**src/rtl/gpio_irq_pkg.sv**
```systemverilog
package gpio_irq_pkg;

    // Write view selected by address bits [3:2]
    typedef enum logic [1:0] {
        ACC_REPLACE = 2'd0,
        ACC_SET     = 2'd1,
        ACC_CLEAR   = 2'd2,
        ACC_NONE    = 2'd3
    } acc_e;

    localparam int NSLOT   = 8;
    localparam int SL_DOUT = 0;
    localparam int SL_DIN  = 1;
    localparam int SL_OE   = 2;
    localparam int SL_SEL  = 3;
    localparam int SL_EN   = 4;
    localparam int SL_LEV  = 5;
    localparam int SL_POL  = 6;
    localparam int SL_STAT = 7;

endpackage

```
**src/rtl/gpio_bus_decode.sv**
```systemverilog
module gpio_bus_decode
    import gpio_irq_pkg::*;
#(
    parameter int ADDR_W = 8
) (
    input  logic                  req,
    input  logic                  we,
    input  logic [ADDR_W-1:0]     addr,
    output logic [NSLOT-1:0]      wr_hit,
    output acc_e                  acc,
    output logic [ADDR_W-5:0]     rd_slot,
    output logic                  rd_valid
);
    localparam int SLOT_W = ADDR_W - 4;

    logic [SLOT_W-1:0] slot;
    logic              unused_lo;

    assign slot      = addr[ADDR_W-1:4];
    assign acc       = acc_e'(addr[3:2]);
    assign rd_slot   = slot;
    assign rd_valid  = (slot < SLOT_W'(NSLOT));
    assign unused_lo = ^addr[1:0];

    for (genvar i = 0; i < NSLOT; i++) begin : g_hit
        assign wr_hit[i] = req && we && (slot == SLOT_W'(i));
    end

endmodule

```
**src/rtl/gpio_in_sync.sv**
```systemverilog
module gpio_in_sync #(
    parameter int W      = 32,
    parameter int STAGES = 2
) (
    input  logic         clk,
    input  logic         rst_ni,
    input  logic [W-1:0] pin_i,
    output logic [W-1:0] sync_o,
    output logic [W-1:0] prev_o
);
    // STAGES synchronizer flops plus one history flop for edge detection
    localparam int DEPTH = STAGES + 1;

    logic [W-1:0] stage_d [DEPTH];
    logic [W-1:0] stage_q [DEPTH];

    always_comb begin
        stage_d[0] = pin_i;
        for (int i = 1; i < DEPTH; i++) begin
            stage_d[i] = stage_q[i-1];
        end
    end

    always_ff @(posedge clk or negedge rst_ni) begin
        if (!rst_ni) begin
            for (int i = 0; i < DEPTH; i++) begin
                stage_q[i] <= '0;
            end
        end else begin
            for (int i = 0; i < DEPTH; i++) begin
                stage_q[i] <= stage_d[i];
            end
        end
    end

    assign sync_o = stage_q[STAGES-1];
    assign prev_o = stage_q[STAGES];

endmodule

```
**src/rtl/gpio_irq_detect.sv**
```systemverilog
module gpio_irq_detect #(
    parameter int W = 32
) (
    input  logic [W-1:0] sync_i,
    input  logic [W-1:0] prev_i,
    input  logic [W-1:0] sel_i,
    input  logic [W-1:0] lev_i,
    input  logic [W-1:0] pol_i,
    output logic [W-1:0] hit_o
);
    for (genvar i = 0; i < W; i++) begin : g_pin
        logic trig;
        always_comb begin
            unique case ({pol_i[i], lev_i[i]})
                2'b00:   trig = !sync_i[i] &&  prev_i[i];  // falling edge
                2'b01:   trig = !sync_i[i];                // low level
                2'b10:   trig =  sync_i[i] && !prev_i[i];  // rising edge
                default: trig =  sync_i[i];                // high level
            endcase
        end
        assign hit_o[i] = sel_i[i] && trig;
    end

endmodule

```
**src/rtl/gpio_irq_port.sv**
```systemverilog
module gpio_irq_port
    import gpio_irq_pkg::*;
#(
    parameter int NPINS  = 32,
    parameter int ADDR_W = 8,
    parameter int SYNC_STAGES = 2
) (
    input  logic              clk,
    input  logic              rst_ni,
    input  logic              bus_req,
    input  logic              bus_we,
    input  logic [ADDR_W-1:0] bus_addr,
    input  logic [NPINS-1:0]  bus_wdata,
    output logic [NPINS-1:0]  bus_rdata,
    input  logic [NPINS-1:0]  pad_in,
    output logic [NPINS-1:0]  pad_out,
    output logic [NPINS-1:0]  pad_oe,
    output logic              irq
);
    localparam int SLOT_W = ADDR_W - 4;

    typedef struct packed {
        logic [NPINS-1:0] dout;
        logic [NPINS-1:0] oe;
        logic [NPINS-1:0] sel;
        logic [NPINS-1:0] en;
        logic [NPINS-1:0] lev;
        logic [NPINS-1:0] pol;
        logic [NPINS-1:0] stat;
    } regs_t;

    regs_t             regs_d, regs_q;
    logic [NSLOT-1:0]  wr_hit;
    acc_e              acc;
    logic [SLOT_W-1:0] rd_slot;
    logic              rd_valid;
    logic [NPINS-1:0]  sync_w, prev_w, hit_w, clr_w;

    // Plain views of state for the bound checker
    logic [NPINS-1:0]  stat_w, sel_w, lev_w, pol_w;
    assign stat_w = regs_q.stat;
    assign sel_w  = regs_q.sel;
    assign lev_w  = regs_q.lev;
    assign pol_w  = regs_q.pol;

    gpio_bus_decode #(.ADDR_W(ADDR_W)) u_dec (
        .req      (bus_req),
        .we       (bus_we),
        .addr     (bus_addr),
        .wr_hit   (wr_hit),
        .acc      (acc),
        .rd_slot  (rd_slot),
        .rd_valid (rd_valid)
    );

    gpio_in_sync #(.W(NPINS), .STAGES(SYNC_STAGES)) u_sync (
        .clk    (clk),
        .rst_ni (rst_ni),
        .pin_i  (pad_in),
        .sync_o (sync_w),
        .prev_o (prev_w)
    );

    gpio_irq_detect #(.W(NPINS)) u_det (
        .sync_i (sync_w),
        .prev_i (prev_w),
        .sel_i  (regs_q.sel),
        .lev_i  (regs_q.lev),
        .pol_i  (regs_q.pol),
        .hit_o  (hit_w)
    );

    function automatic logic [NPINS-1:0] apply_acc(
        input acc_e             a,
        input logic [NPINS-1:0] cur,
        input logic [NPINS-1:0] wd
    );
        unique case (a)
            ACC_REPLACE: return wd;
            ACC_SET:     return cur | wd;
            ACC_CLEAR:   return cur & ~wd;
            default:     return cur;
        endcase
    endfunction

    assign clr_w = (wr_hit[SL_STAT] && acc == ACC_CLEAR) ? bus_wdata : '0;

    always_comb begin
        regs_d = regs_q;
        if (wr_hit[SL_DOUT]) regs_d.dout = apply_acc(acc, regs_q.dout, bus_wdata);
        if (wr_hit[SL_OE])   regs_d.oe   = apply_acc(acc, regs_q.oe,   bus_wdata);
        if (wr_hit[SL_SEL])  regs_d.sel  = apply_acc(acc, regs_q.sel,  bus_wdata);
        if (wr_hit[SL_EN])   regs_d.en   = apply_acc(acc, regs_q.en,   bus_wdata);
        if (wr_hit[SL_LEV])  regs_d.lev  = apply_acc(acc, regs_q.lev,  bus_wdata);
        if (wr_hit[SL_POL])  regs_d.pol  = apply_acc(acc, regs_q.pol,  bus_wdata);
        // Status: only the clear view removes bits; a new trigger wins
        regs_d.stat = (regs_q.stat & ~clr_w) | hit_w;
    end

    always_ff @(posedge clk or negedge rst_ni) begin
        if (!rst_ni) regs_q <= '0;
        else         regs_q <= regs_d;
    end

    always_comb begin
        bus_rdata = '0;
        if (rd_valid) begin
            unique case (int'(rd_slot))
                SL_DOUT: bus_rdata = regs_q.dout;
                SL_DIN:  bus_rdata = sync_w;
                SL_OE:   bus_rdata = regs_q.oe;
                SL_SEL:  bus_rdata = regs_q.sel;
                SL_EN:   bus_rdata = regs_q.en;
                SL_LEV:  bus_rdata = regs_q.lev;
                SL_POL:  bus_rdata = regs_q.pol;
                default: bus_rdata = regs_q.stat;
            endcase
        end
    end

    assign pad_oe  = regs_q.oe;
    assign pad_out = regs_q.dout & regs_q.oe;
    assign irq     = |(regs_q.stat & regs_q.en);

endmodule

```
**config.mk**
```make
export PLATFORM = sky130hd
export DESIGN_NAME = gpio_irq_port
export DESIGN_NICKNAME = d
export VERILOG_FILES = /design/src/rtl/gpio_irq_pkg.sv /design/src/rtl/gpio_bus_decode.sv /design/src/rtl/gpio_in_sync.sv /design/src/rtl/gpio_irq_detect.sv /design/src/rtl/gpio_irq_port.sv
export SDC_FILE = /design/constraint.sdc
export NUM_CORES = 1
export LEC_CHECK = 0
export BUFFER_PORTS_ARGS = -buffer_cell sky130_fd_sc_hd__buf_2
export CORE_MARGIN = 3
export CORE_UTILIZATION = 30
export DETAILED_ROUTE_END_ITERATION = 7
export PLACE_DENSITY = 0.57
export SYNTH_ARGS = -nofsm -noshare
export SYNTH_HDL_FRONTEND = slang
export SYNTH_HIERARCHICAL = 1
export SYNTH_SLANG_ARGS = --single-unit
```
**constraint.sdc**
```tcl
create_clock -name clk -period 1.2 [get_ports clk]
set_clock_uncertainty 0.05 [all_clocks]
set_input_delay 0.12 -clock clk [delete_from_list [all_inputs] [get_ports clk]]
set_output_delay 0.12 -clock clk [all_outputs]
set_load 0.03 [all_outputs]
```
==> results of run 1 <==
[worst register-to-register path, stage by stage (launching register included)]
cell,delay [ps]
dfrtp_1,390
buf_4,140
buf_4,120
buf_4,130
a21boi_1,130
a21o_1,160
[cell usage in the layout (no fill, tap or decap), types with 5 or more instances in the layout]
cell           count
a211oi_2          32
o21ai_1           80
o21ai_2            5
dfrtp_1          317
nand3_1           36
a311oi_1           5
nand4_1            5
a21oi_2           45
dlygate4sd3_1     66
o22ai_1            5
a31oi_1            5
o21ai_0           32
buf_2             68
buf_4            271
nor2_1            34
mux2i_1            6
a21oi_1          370
a221oi_2          25
a21o_1            64
nand2b_1          34
nand2_1           38
a22oi_1           48
clkbuf_1           8
nor2b_4            6
buf_6            183
inv_1             62
a21boi_1          30
and2_4            33
clkbuf_8           8
clkbuf_16         43
o22a_1            25
a22oi_2           19
clkinv_2           6
buf_12            48
[how the worst min path moves through the flow]
stage | cells after the start | to | slack (ps)
3_5_place_dp | 1 | u_sync/stage_d[39] | -30
5_1_grt | 2 | u_sync/stage_d[40] | 4
4_1_cts | 2 | u_sync/stage_d[36] | 110
2_1_floorplan | 0 | lev_w[0] | -230
6_report | 2 | u_sync/stage_d[42] | -20
3_3_place_gp | 1 | u_sync/stage_d[39] | -30
[cell type report]
| class | count | area, um^2 |
|---|---|---|
| clock buffer | 54 | 1090 |
| clock inverter | 16 | 164 |
| fill | 4687 | 27200 |
| inverter | 63 | 236 |
| multi-input combinational | 1027 | 6870 |
| sequential | 320 | 8010 |
| tap | 672 | 841 |
| timing repair buffer | 645 | 6250 |
[report_power, final]
part / total (uW) / switching [uW] / internal, uW
Clock: 11800 / 4970 / 6820
Combinational: 11700 / 5620 / 6100
Sequential: 14200 / 1580 / 12600
Total: 37700 / 12200 / 25500
[repair_timing]
action,CTS,global route
hold endpoints to repair,566,1
endpoints found under the setup margin,160,259
buffers inserted,26,59
gates resized for setup,370,102
cloned,1,7
hold buffers,66,1
pin swaps,90,75
[through the flow]
| step | total power (uW) | std cells | setup slack, ps | hold WS [ps] |
|---|---|---|---|---|
| final | 37700 | 2797 | -1150 | -19.5 |
| after global routing | 39400 | 2797 | -1180 | 3.50 |
| after CTS | 37300 | 2758 | -1180 | 110 |
| after detailed placement | 23900 | 2612 | -664 | -28.0 |
| after global placement | 23700 | 2612 | -674 | -27.5 |
| after floorplan | 18900 | 1620 | -370 | -226 |
[metal layers]
metal	vias to the layer above	track usage	routed length (um)	share of wire
met5	-	0	31	0.00051
met3	120	0.0517	4910	0.081
li1	6745	-	-	-
met2	639	0.348	28400	0.47
met1	7392	0.288	25900	0.42
met4	4	0.0620	1780	0.029
==> flow_metrics.py, run 1 <==
metrics = {
    "synth": {
        "synthesis.nets": 1699,
        "syn-instance-count": 1620,
        "avgSynthCellArea_um2": 9.60,
        "yosys_warnings": 6,
        "syn-cell-area_mm2": 0.0156,
    },
    "worst_setup_path": {
        "worstPathMaxFanout": 2,
        "slowest_delay_ps": 600,
        "path_class": "register to output port",
        "crit_path_end_kind": "output port",
        "required_ps": 1030,
        "crit_path_top_delay_cell": "or4_4",
        "crit_path_start_kind": "register",
        "crit_buf_inv": 2,
        "endpoint": "irq",
        "crit_family": "simple AND/OR/NAND/NOR gates",
        "startpoint": "stat_w[27]",
        "r2r-start": "sel_w[15]",
        "reg2reg_depth": 5,
        "reg2reg_to": "stat_w[15]",
        "crit_chain": "a22oi_2 > buf_4 > nand4_1 > or4_4 > buf_6",
        "worstPathArrival_ps": 2180,
        "r2r_slack_ps": -30,
        "worst-path-stages": 5,
    },
    "route": {
        "ant_nets": 0,
        "avgRoutedWirePerCell_um": 21.8,
        "viasPerCell": 5.33,
        "firstDrtPassIters": 7,
        "drc": 0,
        "num_vias": 14900,
        "routed_wl_um": 61000,
        "drt_iter0_drc": 1286,
    },
    "cells_and_area": {
        "nets": 2174,
        "largest-register": "regs_q",
        "drive_gt1_frac": 0.391,
        "postLayoutCoreUtil": 0.463,
        "area_growth_pct": 50.8,
        "final_area_mm2": 0.0235,
        "diodes": 0,
        "largest_reg_flops": 64,
    },
    "power": {
        "p_leak_uw": 0.0105,
        "irDropWorstVdd_mv": 1.01,
        "p_per_area_mw_per_mm2": 1610,
    },
    "placed_design": {
        "dp_hpwl_um": 40400,
        "gp_congestion": 0.889,
        "postPlaceCellArea_mm2": 0.0196,
        "io_buffers": 170,
    },
    "sta": {
        "finalSetupTns_ps": -43740,
        "slew_violations": 0,
        "finalSetupViolCount": 104,
        "finalCritPeriodShare": 1.96,
        "slew_headroom": 0.711,
        "tightest_slew_ps": 433,
        "finalHoldViolations": 12,
        "timing.hold.ws_ps": -19.5,
        "grt_setup_unrepaired": "yes",
        "fin_crit_ps": 2350,
        "setup_ws_ps": -1150,
        "fmax_ghz": 0.426,
    },
    "clock_tree": {
        "cts_sinks": 320,
        "htreeDepth": 2,
        "worstSkewPairLatency_ps": 570,
        "numCtsBuffers": 38,
        "cts_buffer_depth": 3,
        "cts_tree": "done",
        "path_clk_slew_ps": 60,
        "clock-root-buffer": "clkbuf_16",
    },
    "job": {
        "max-cap-violations": 0,
    },
    "floorplan": {
        "die-area_mm2": 0.0546,
        "die_h_um": 234,
        "num_rows": 82,
        "die_w_um": 234,
        "core_area_mm2": 0.0507,
        "ios": 173,
        "start_util": 0.307,
    },
    "global_routing": {
        "antenna_found_initial": 2,
        "grt_pass1_vias": 14700,
        "grt_overflow_total": 0,
        "grt_use_total": 0.215,
        "grt_max_degree": 49,
        "grt_pass1_wl_um": 89600,
    },
    "hold_path": {
        "hold_path.class": "primary input to asynchronous set/reset pin",
    },
    "run_status": {
        "violations": "negative hold slack, negative setup slack",
        "status": "finished, violations left",
    },
}
No activity file was read; power rests on OpenSTA's default activity.
==> inputs of run 2 (changes only) <==
- SKIP_LAST_GASP: default -> 1
==> flow_metrics.py, run 2 (same netlist as run 1, synthesis figures left out) <==
metrics = {
    "route": {
        "routed_wl_um": 61000,
        "viasPerCell": 5.33,
        "firstDrtPassIters": 6,
        "wl_met1_um": 25700,
        "wl_met3_um": 4960,
        "drt_iter0_drc": 1302,
        "drc": 0,
        "num_vias": 14900,
        "dr_wl_met2_um": 28400,
        "maxUsedRoutingLayer": "met5",
        "avgRoutedWirePerCell_um": 21.8,
        "ant_nets": 0,
    },
    "power": {
        "switchingPower_uw": 12100,
        "irDropWorstVdd_mv": 0.967,
        "power_frac_clock": 0.314,
        "seq_power_share": 0.378,
        "p_per_area_mw_per_mm2": 1610,
        "p_leak_uw": 0.0104,
        "p_comb_frac": 0.307,
        "internal-power_uw": 25400,
        "p_sw_frac": 0.324,
    },
    "sta": {
        "slew_headroom": 0.715,
        "setup_ws_ps": -1140,
        "tightest_slew_ps": 428,
        "fin_crit_ps": 2340,
        "finalCritPeriodShare": 1.95,
        "grt_setup_unrepaired": "yes",
        "finalSetupViolCount": 100,
        "finalHoldViolations": 12,
        "timing.hold.ws_ps": -17.9,
        "slew_violations": 0,
        "fmax_ghz": 0.428,
    },
    "run_status": {
        "violations": "negative hold slack, negative setup slack",
        "status": "finished, violations left",
    },
    "worst_setup_path": {
        "worstPathArrival_ps": 2170,
        "worstPathMaxFanout": 2,
        "crit_path_end_kind": "output port",
        "crit_path_start_kind": "register",
        "required_ps": 1030,
        "path_class": "register to output port",
    },
    "floorplan": {
        "die_w_um": 234,
        "start_util": 0.307,
        "ios": 173,
        "num_rows": 82,
        "die-area_mm2": 0.0546,
        "core_area_mm2": 0.0507,
        "die_h_um": 234,
    },
    "cells_and_area": {
        "n_fill_cell": 4705,
        "area_growth_pct": 49.7,
        "final_cell_mix": "a21oi_1 (373), dfrtp_1 (317), buf_4 (277)",
        "nets": 2167,
        "drive_gt1_frac": 0.385,
        "finalNonFillerCells": 2790,
        "largest_reg_flops": 64,
        "postLayoutCoreUtil": 0.460,
        "final_area_mm2": 0.0233,
        "largest-register": "regs_q",
        "final_common_cell": "a21oi_1",
        "diodes": 0,
    },
    "placed_design": {
        "dp_hpwl_um": 40400,
        "gp_congestion": 0.889,
        "io_buffers": 170,
        "postPlaceCellArea_mm2": 0.0196,
        "dpl.cell_count": 2612,
    },
    "clock_tree": {
        "numCtsBuffers": 38,
        "worstSkewPairLatency_ps": 570,
        "cts_tree": "done",
        "clock-root-buffer": "clkbuf_16",
        "cts_buffer_depth": 3,
        "path_clk_slew_ps": 60,
        "cts_sinks": 320,
        "htreeDepth": 2,
    },
    "global_routing": {
        "grt_pass1_vias": 14600,
        "grt_use_total": 0.215,
        "grt_max_degree": 49,
        "grt_pass1_wl_um": 89400,
        "grt_overflow_total": 0,
        "antenna_found_initial": 2,
    },
    "hold_path": {
        "hold_path.class": "primary input to asynchronous set/reset pin",
    },
    "job": {
        "max-cap-violations": 0,
    },
}
[run 2: cell types whose count changed in the layout (fill, tap and decap cells not counted), moves of 4 or more]
cell and change:
buf_2 +5, buf_6 -17, and2_4 -4, and2_1 +4, buf_4 +6
[run 2: critical path: stages, from the launching register on]
cell     delay, ps
dfrtp_1        380
a22oi_2        280
buf_4          160
nand4_1         80
or4_4          540
buf_6          170
[run 2: power by group through the flow]
stage	Sequential (uW)	Clock [uW]	Combinational (uW)
final	14200	11800	11500
after global routing	14300	12500	12400
after CTS	14100	12000	11000
after detailed placement	14100	0	9810
after global placement	14100	0	9660
after floorplan	13800	0	5070
[run 2: final cells by class]
class / instances / area, um^2 / share of cell area
clock buffers: 54 / 1090 / 0.0468
repair buffers: 638 / 6110 / 0.262
clock inverters: 16 / 164 / 0.00704
flip-flops and latches: 320 / 8010 / 0.344
inverters: 63 / 236 / 0.0102
multi-input cells: 1027 / 6840 / 0.294
well taps: 672 / 841 / 0.0361
[run 2: path summary, 6_finish.rpt]
path	startpoint	cells after the start	to	slack, ps
hold reg to reg	u_sync/stage_d[38]	0	u_sync/sync_o[6]	300
max in group asynchronous	rst_ni	3	u_sync/stage_d[39]	350
hold / removal	rst_ni	2	u_sync/stage_d[42]	-20
setup reg to reg	sel_w[15]	5	stat_w[15]	-30
min in group clk	pad_in[2]	2	u_sync/stage_d[34]	140
setup / recovery	stat_w[15]	5	irq	-1140
[run 2: per-layer routing]
| metal | up-vias | global-route usage |
|---|---|---|
| li1 | 6728 | - |
| met1 | 7387 | 0.288 |
| met2 | 621 | 0.348 |
| met3 | 123 | 0.0510 |
| met4 | 4 | 0.0620 |
| met5 | - | 0 |
[run 2: what timing repair did]
item / 4_1_cts / 5_1_grt
endpoints found under the hold margin: 566 / 1
pin swaps: 89 / 73
hold buffers: 66 / 1
resized for setup: 311 / 139
endpoints found under the setup margin: 160 / 256
buffers inserted: 26 / 56
gates cloned: 1 / 7
[run 2: per-stage QoR]
| stage | TNS (ps) | power (uW) | worst slack (ps) | hold slack, ps |
|---|---|---|---|---|
| after floorplan | -28100 | 18900 | -370 | -226 |
| after global placement | -136000 | 23700 | -674 | -27.5 |
| after detailed placement | -138690 | 23900 | -664 | -28.0 |
| after CTS | -52000 | 37000 | -1200 | 110 |
| after global routing | -48460 | 39200 | -1180 | 3.48 |
| final | -43310 | 37500 | -1140 | -17.9 |
